[src/rtl/lsu_addr_pkg.sv]
package lsu_addr_pkg;
  localparam int EA_W   = 32;
  localparam int DISP_W = 12;

  typedef enum logic [1:0] {
    AM_SHORT  = 2'b00,
    AM_LONG   = 2'b01,
    AM_INDEX  = 2'b10,
    AM_GLOBAL = 2'b11
  } am_mode_e;

  typedef enum logic [1:0] {
    SZ_BYTE = 2'b00,
    SZ_WORD = 2'b01,
    SZ_LONG = 2'b10,
    SZ_BAD  = 2'b11
  } op_size_e;
endpackage

[src/rtl/lsu_addr_offset.sv]
module lsu_addr_offset
  import lsu_addr_pkg::*;
#(
  parameter int AW       = EA_W,
  parameter int DW       = DISP_W,
  parameter int SHORT_W  = 4,
  parameter int GLOBAL_W = 8
) (
  input  am_mode_e          mode,
  input  op_size_e          size,
  input  logic [AW-1:0]     base_rn,
  input  logic [AW-1:0]     index_r0,
  input  logic [AW-1:0]     gbase,
  input  logic [DW-1:0]     disp,
  output logic [AW-1:0]     base_sel,
  output logic [AW-1:0]     offset
);
  logic [AW-1:0] short_z, global_z, long_z;
  logic [1:0]    shamt;

  // zero extension of each mode's slice of the displacement field
  assign short_z  = {{(AW-SHORT_W){1'b0}},  disp[SHORT_W-1:0]};
  assign global_z = {{(AW-GLOBAL_W){1'b0}}, disp[GLOBAL_W-1:0]};
  assign long_z   = {{(AW-DW){1'b0}},       disp};

  always_comb begin
    case (size)
      SZ_WORD: shamt = 2'd1;
      SZ_LONG: shamt = 2'd2;
      default: shamt = 2'd0;
    endcase
  end

  always_comb begin
    case (mode)
      AM_SHORT:  begin base_sel = base_rn; offset = short_z << shamt;  end
      AM_LONG:   begin base_sel = base_rn; offset = long_z;            end
      AM_INDEX:  begin base_sel = base_rn; offset = index_r0;          end
      default:   begin base_sel = gbase;   offset = global_z << shamt; end
    endcase
  end
endmodule

[src/rtl/lsu_addr_align.sv]
module lsu_addr_align
  import lsu_addr_pkg::*;
#(
  parameter int AW = EA_W
) (
  input  op_size_e      size,
  input  logic [AW-1:0] addr,
  output logic          fault
);
  always_comb begin
    case (size)
      SZ_BYTE: fault = 1'b0;
      SZ_WORD: fault = addr[0];
      SZ_LONG: fault = |addr[1:0];
      default: fault = 1'b1;
    endcase
  end
endmodule

[src/rtl/lsu_addr_gen.sv]
module lsu_addr_gen
  import lsu_addr_pkg::*;
#(
  parameter int AW       = EA_W,
  parameter int DW       = DISP_W,
  parameter int SHORT_W  = 4,
  parameter int GLOBAL_W = 8
) (
  input  logic          clk,
  input  logic          rst,
  input  logic          in_valid,
  output logic          in_ready,
  input  logic [1:0]    in_mode,
  input  logic [1:0]    in_size,
  input  logic [AW-1:0] in_base,
  input  logic [AW-1:0] in_index,
  input  logic [AW-1:0] in_gbase,
  input  logic [DW-1:0] in_disp,
  output logic          out_valid,
  input  logic          out_ready,
  output logic [AW-1:0] out_addr,
  output logic          out_fault
);
  localparam int SHORT_SPAN  = (1 << SHORT_W) * 4;
  localparam int GLOBAL_SPAN = (1 << GLOBAL_W) * 4;
  localparam int LONG_SPAN   = (1 << DW);

  am_mode_e      mode_e;
  op_size_e      size_e;
  logic [AW-1:0] base_sel, offset, sum;
  logic          fault_c, accept;

  assign mode_e = am_mode_e'(in_mode);
  assign size_e = op_size_e'(in_size);

  lsu_addr_offset #(.AW(AW), .DW(DW), .SHORT_W(SHORT_W), .GLOBAL_W(GLOBAL_W)) u_offset (
    .mode(mode_e), .size(size_e), .base_rn(in_base), .index_r0(in_index),
    .gbase(in_gbase), .disp(in_disp), .base_sel(base_sel), .offset(offset)
  );

  assign sum = base_sel + offset;   // wraps modulo 2^AW

  lsu_addr_align #(.AW(AW)) u_align (.size(size_e), .addr(sum), .fault(fault_c));

  assign in_ready = !out_valid || out_ready;
  assign accept   = in_valid && in_ready;

  always_ff @(posedge clk) begin
    if (rst) begin
      out_valid <= 1'b0;
      out_addr  <= '0;
      out_fault <= 1'b0;
    end else if (accept) begin
      out_valid <= 1'b1;
      out_addr  <= sum;
      out_fault <= fault_c;
    end else if (out_ready) begin
      out_valid <= 1'b0;
    end
  end

  assert_accept_valid_R10: assert property (@(posedge clk) disable iff (rst)
    accept |=> out_valid);
  assert_hold_stable_R10: assert property (@(posedge clk) disable iff (rst)
    (out_valid && !out_ready) |=> (out_valid && $stable(out_addr) && $stable(out_fault)));
  assert_illegal_size_R8: assert property (@(posedge clk) disable iff (rst)
    (accept && in_size == 2'b11) |=> out_fault);
  assert_short_span_R1: assert property (@(posedge clk) disable iff (rst)
    (accept && in_mode == 2'b00) |=> ((out_addr - $past(in_base)) < AW'(SHORT_SPAN)));
  assert_long_span_R3: assert property (@(posedge clk) disable iff (rst)
    (accept && in_mode == 2'b01) |=> ((out_addr - $past(in_base)) < AW'(LONG_SPAN)));
  assert_index_sum_R4: assert property (@(posedge clk) disable iff (rst)
    (accept && in_mode == 2'b10) |=> (out_addr == $past(in_base) + $past(in_index)));
  assert_global_span_R5: assert property (@(posedge clk) disable iff (rst)
    (accept && in_mode == 2'b11) |=> ((out_addr - $past(in_gbase)) < AW'(GLOBAL_SPAN)));
endmodule

[config.mk]
export PLATFORM = sky130hd
export DESIGN_NAME = lsu_addr_gen
export DESIGN_NICKNAME = d
export VERILOG_FILES = /design/src/rtl/lsu_addr_pkg.sv /design/src/rtl/lsu_addr_offset.sv /design/src/rtl/lsu_addr_align.sv /design/src/rtl/lsu_addr_gen.sv
export SDC_FILE = /design/constraint.sdc
export NUM_CORES = 1
export LEC_CHECK = 0
export BUFFER_PORTS_ARGS = -buffer_cell sky130_fd_sc_hd__buf_2
export CORE_AREA = 2 2 89 133
export CTS_BUF_LIST = sky130_fd_sc_hd__clkbuf_16
export CTS_CLUSTER_SIZE = 40
export DETAILED_ROUTE_END_ITERATION = 8
export DIE_AREA = 0 0 91 135
export GPL_TIMING_DRIVEN = 0
export PLACE_DENSITY = 0.58
export SYNTH_ARGS = -nofsm -noshare
export SYNTH_HDL_FRONTEND = slang
export SYNTH_SLANG_ARGS = --single-unit
[constraint.sdc]
create_clock -name clk -period 6.3 [get_ports clk]
set_clock_uncertainty 0.2 [all_clocks]
set_input_delay 0.315 -clock clk [delete_from_list [all_inputs] [get_ports clk]]
set_output_delay 0.315 -clock clk [all_outputs]
set_load 0.01 [all_outputs]
==> results of run 1 <==
[worst max-delay path, cell delays in order]
cell      delay (ps)
buf_2            100
ha_1             140
clkbuf_1         340
clkbuf_1         630
mux2_2           420
ha_1             350
a21o_1           200
a21o_1           180
a21o_1           200
o31a_1           280
o21ai_2          280
and2_1           300
o21ai_1          100
a221o_1          280
[sequential cells by signal, summed over array words and instances (netlist names)]
name       cells
out_addr      32
out_fault      1
out_valid      1
[where the power goes]
group          switching [mW]  internal, mW
clock network          0.0922         0.141
logic                   0.229         0.178
registers              0.0135         0.241
[worst paths after layout]
check                                  start            to  slack (ps)  cells past startpoint
worst max-delay path              in_mode[0]  out_addr[27]        2140                     14
worst min-delay path                in_valid     out_valid          90                      3
worst max register to register     out_valid  out_addr[26]        4250                      7
worst min register to register  out_addr[29]  out_addr[29]         250                      2
[through the flow]
step	cell area [sq um]	util	power, mW	cells	hold WS [ps]
floorplan	3929	-	0.5351	530	244.5
global route	4982	0.4507	0.9600	831	109.4
CTS	4982	0.4507	0.9038	831	86.15
detailed placement	4853	0.4390	0.6657	825	244.8
finish	4982	0.4507	0.8951	831	90.25
global placement	4853	0.4390	0.6607	825	236.7
[layout make-up]
class	instances	area (sq um)
buffer	31	126.4
fill	1211	6073
inverter	16	60.06
clock buffer	5	125.1
timing repair buffer	148	740.7
tap	147	183.9
multi-input combinational	449	3062
clock inverter	1	3.754
sequential	34	680.7
[kinds of logic after synthesis]
| group | count (synthesis) | synth area share |
|---|---|---|
| multiplexers | 39 | 0.1092 |
| AO/OA/AOI/OAI | 163 | 0.2726 |
| AND/OR/NAND/NOR | 192 | 0.2385 |
| adder cells (fa/ha/maj) | 36 | 0.1166 |
| buffers and inverters | 47 | 0.04745 |
| XOR/XNOR | 19 | 0.04236 |
| flip-flops | 34 | 0.1732 |
[metal layers]
layer	vias to the layer above	GRT usage	wire length (microns)
met2	158	0.4066	6759
met3	26	0.02958	728
met1	2021	0.2249	5129
met4	0	0.09343	452
li1	2233	-	-
met5	-	0	0
[placed cells by master (no fill, tap or decap), drive strengths merged, types with 7 or more instances in the layout]
cell	n
inv	15
a21oi	61
o21ai	28
nand2	57
nor2b	10
a22oi	10
mux2	31
and3	7
dfxtp	34
clkbuf	31
nor3	11
nand3	16
nand2b	8
buf	153
and2	25
ha	35
nand4	8
xor2	7
xnor2	12
o211ai	7
mux2i	8
a21o	11
nor2	40
a211oi	13
==> flow_summary.yaml, run 1 <==
floorplanning:
  initial_utilization: 0.3554
  die_area_sq_um: 12290
  die_h_microns: 135
  core_area_sq_um: 11060
  pin_count: 151
  num_rows: 47
  die_w_microns: 91
status:
  status: "finished, final reports clean"
synthesis:
  synth_common_cells: "a21oi_1 (61), nand2_1 (56), nor2_1 (40)"
  yosys_warnings: 0
  postSynthAreaPerCell_sq_um: 7.413
  synth_cells: 530
  syn_area_sq_um: 3929
  ys_ff_latch: 34
  synth_seq_area_share: 0.1732
  yosysTopAreaCell: "dfxtp_1"
  synth_most_common_cell: "a21oi_1"
  ys_top_cells_by_area: "dfxtp_1 (17%), ha_1 (11%), mux2_2 (8.9%)"
  synth-async-reset-ratio: 0
  ys_types: 61
  yosysTopAreaCellShare: 0.1732
  synth_nets: 682
  synth-edff-count: 0
  synthFlopType: "dfxtp_1"
sta:
  slew_violations: 0
  rsz0062_at_grt: "no"
  setup_violations: 0
  period_needed_ps: 4158
  hold_viol: 0
  tightest_slew_ps: 752.6
  relSlewSlack: 0.4983
  max_freq_ghz: 0.2405
  timing.final.crit_share: 0.6601
  tns_ps: 0
  fin_ws_ps: 2142
setup_path:
  worst_setup_path_start_kind: "input pin"
  crit_type: "in -> reg"
  end_kind: "flip-flop"
  crit_required_ps: 6270
  worstPathArrival_ps: 4130
  cp_max_fo: 10
routing:
  drt_pass1_iterations: 4
  vias: 4438
  wire_per_inst_microns: 15.73
  ant_nets: 0
  routed_wirelength_microns: 13070
  drtIter0Drc: 169
  post-route-drc-count: 0
  vias_per_cell: 5.341
grt:
  grt_pass1_wl_microns: 21100
  grt_max_degree: 11
  grt_pass1_vias: 4487
  overflow: 0
  grt_usage: 0.2110
  antenna_found_initial: 0
cts:
  cts_tree: "done"
  clock-root-buffer: "clkbuf_16"
  hold_buffers: 0
  cts_max_path_buffers: 2
  numCtsBuffers: 5
  cts_sinks: 34
  cts_resized: 0
  htreeDepth: 2
  clk_latency_ps: 280
  clk_pin_slew_ps: 50
  cts_setup_buffers: 0
power:
  p_per_area_nw_per_um2: 179.7
  p_leak_nw: 2.339
  ir_worst_vdd_uv: 81.34
finish:
  drive_gt1_frac: 0.2880
  syn_to_final_growth_pct: 26.82
  nets: 837
  antenna_cells: 0
place:
  place.gp.congestion: 0.8932
  portBuffers: 148
  dp_hpwl_microns: 10790
  dpl_worst_slack_ps: 1864
job:
  max-cap-violations: 0
hold_path:
  worstHoldPathType: "in -> reg"
(Power assumes the default switching activity.)
==> run 2: changes to the inputs <==
--- a/config.mk
+++ b/config.mk
@@ -12,7 +12,7 @@
 export DETAILED_ROUTE_END_ITERATION = 8
 export DIE_AREA = 0 0 91 135
 export GPL_TIMING_DRIVEN = 0
-export PLACE_DENSITY = 0.58
+export PLACE_DENSITY = 0.6
 export SYNTH_ARGS = -nofsm -noshare
 export SYNTH_HDL_FRONTEND = slang
 export SYNTH_SLANG_ARGS = --single-unit
==> constraint.sdc (replaced) <==
create_clock -name clk -period 3.45 [get_ports clk]
set_clock_uncertainty 0.2 [all_clocks]
set_input_delay 0.1725 -clock clk [delete_from_list [all_inputs] [get_ports clk]]
set_output_delay 0.1725 -clock clk [all_outputs]
set_load 0.01 [all_outputs]
==> run 2 against run 1 <==
Via count increased by 0.27%. Critical path type unchanged. Cell area increased by 3.5%. Total power increased by 96%. Sequential share of layout area decreased by 0.46 points. Global-route usage about the same. Wire length increased by 1.0%. Die area unchanged.
==> flow_summary.yaml, run 2 (synthesis results as in run 1) <==
finish:
  nets: 840
  regMostFlops: "out_addr"
  largest_reg_flops: 32
  stdcell_area_sq_um: 5157
  final_cell_mix: "buf_2 (152), a21oi_1 (60), nand2_1 (56)"
  largest_registers: "out_addr x32, out_fault x1, out_valid x1"
  num-fill-cells: 1199
  syn_to_final_growth_pct: 31.27
  postLayoutCoreUtil: 0.4665
  layout_commonest_cell: "buf_2"
  drive_gt1_frac: 0.3222
  antenna_cells: 0
status:
  status: "finished, final reports clean"
sta:
  relSlewSlack: 0.6283
  slew_violations: 0
  max_freq_ghz: 0.3035
  setup_violations: 0
  tightest_slew_ps: 557.5
  holdWs_ps: 44.55
  tns_ps: 0
  hold_viol: 0
  rsz0062_at_grt: "no"
  period_needed_ps: 3295
  timing.final.crit_share: 0.9550
cts:
  cts_sinks: 34
  clock-root-buffer: "clkbuf_16"
  numCtsBuffers: 5
  htreeDepth: 2
  clk_pin_slew_ps: 50
  cts_tree: "done"
  cts_max_path_buffers: 2
  clk_latency_ps: 280
floorplanning:
  num_rows: 47
  initial_utilization: 0.3554
  die_area_sq_um: 12290
  core_area_sq_um: 11060
  die_w_microns: 91
  die_h_microns: 135
  pin_count: 151
grt:
  grt_pass1_wl_microns: 21020
  grt_use_met1: 0.2373
  met2_usage: 0.3951
  antenna_found_initial: 0
  grt_pass1_vias: 4287
  met3_usage: 0.03013
  grt_busiest_layer: "met2"
  overflow: 0
  grt_usage: 0.2110
  grt_max_degree: 11
setup_path:
  cp_slowest_stage_delay_ps: 310
  crit_required_ps: 3420
  worstSetupEndpoint: "out_addr[27]"
  worst_setup_path_start_kind: "input pin"
  worstPathArrival_ps: 3260
  startpoint: "in_mode[1]"
  end_kind: "flip-flop"
  r2r_cells: 7
  slowest_stage: "o31a_1"
  reg2reg_to: "out_addr[26]"
  r2r_setup_slack_ps: 1370
  crit_top_cell: "a21o_1"
  cp_max_fo: 10
  r2r_start: "out_valid"
  path_cells: "buf_2, inv_1, ha_1, buf_2, a22o_1, nand2_1, o21ai_0, ha_1, a21o_1, a21o_1, a21o_1, o31a_1, o21ai_4, and2_1, o21ai_1, a221o_1"
  crit_type: "in -> reg"
routing:
  vias_per_cell: 5.323
  routed_wirelength_microns: 13200
  wire_per_inst_microns: 15.79
  drtIter0Drc: 175
  vias: 4450
  post-route-drc-count: 0
  ant_nets: 0
  drt_pass1_iterations: 5
power:
  ir_worst_vdd_uv: 183.9
  p_leak_nw: 2.432
  p_per_area_nw_per_um2: 339.9
job:
  max-cap-violations: 0
place:
  dp_hpwl_microns: 10770
  place.gp.congestion: 0.8888
  portBuffers: 148
  placed_cell_area_sq_um: 4855
hold_path:
  worstHoldPathType: "in -> reg"
## run 2: cell count changes in the layout (fill, tap and decap cells not counted), moves of 2 or more
cell | before | now
clkbuf_1 | 26 | 13
clkbuf_2 | 0 | 5
ha_1 | 35 | 30
buf_4 | 2 | 6
clkbuf_8 | 0 | 3
ha_2 | 0 | 3
buf_2 | 150 | 152
ha_4 | 0 | 2
## run 2: worst min-delay path by stage
stage | start | to | slack, ps | depth (start not counted)
2_1_floorplan | in_valid | out_valid | 100 | 2
3_3_place_gp | in_valid | out_valid | 230 | 3
3_5_place_dp | in_valid | out_valid | 230 | 3
4_1_cts | out_ready | out_valid | 50 | 3
5_1_grt | out_ready | out_valid | 60 | 3
6_report | out_ready | out_valid | 40 | 3
## run 2: timing repair
item	CTS	global route
hold buffers	1	0
buffers inserted	1	2
pin swaps	2	4
resized for setup	21	20
endpoints found under the setup margin	17	10
endpoints found under the hold margin	1	0
## run 2: layer usage
metal / part of all wire / vias to the layer above
met5: 0 / -
met4: 0.031 / 0
met3: 0.051 / 24
met2: 0.52 / 147
met1: 0.39 / 2037
li1: - / 2242
## run 2: worst max-delay path: cells and delay by family
family                     cells  cell delay, ps
adders and majority gates      2             460
AOI/OAI and AO/OA              9            1880
and+or+nand+nor                2             320
buffers and inverters          3             410
## run 2: cell type report
| cell class | count | area (sq um) | share of cell area |
|---|---|---|---|
| sequential | 34 | 680.7 | 0.1320 |
| timing repair buffer | 152 | 773.2 | 0.1499 |
| tap | 147 | 183.9 | 0.03566 |
| multi-input combinational | 449 | 3124 | 0.6058 |
| clock buffer | 5 | 125.1 | 0.02426 |
| buffer | 30 | 172.7 | 0.03348 |
| inverter | 16 | 60.06 | 0.01164 |
| clock inverter | 3 | 37.54 | 0.007278 |
## run 2: stage by stage
step	setup slack (ps)	total power, mW	std cells
after floorplan	2.586	0.9774	530
after global placement	-898.3	1.207	825
after detailed placement	-896.5	1.218	825
after CTS	20.02	1.754	834
after global routing	3.085	1.870	836
final	155.1	1.753	836
## run 2: report_power, final
| group | switching, mW | internal, mW |
|---|---|---|
| registers | 0.0250 | 0.440 |
| clock network | 0.179 | 0.336 |
| logic | 0.430 | 0.343 |
| total | 0.634 | 1.12 |
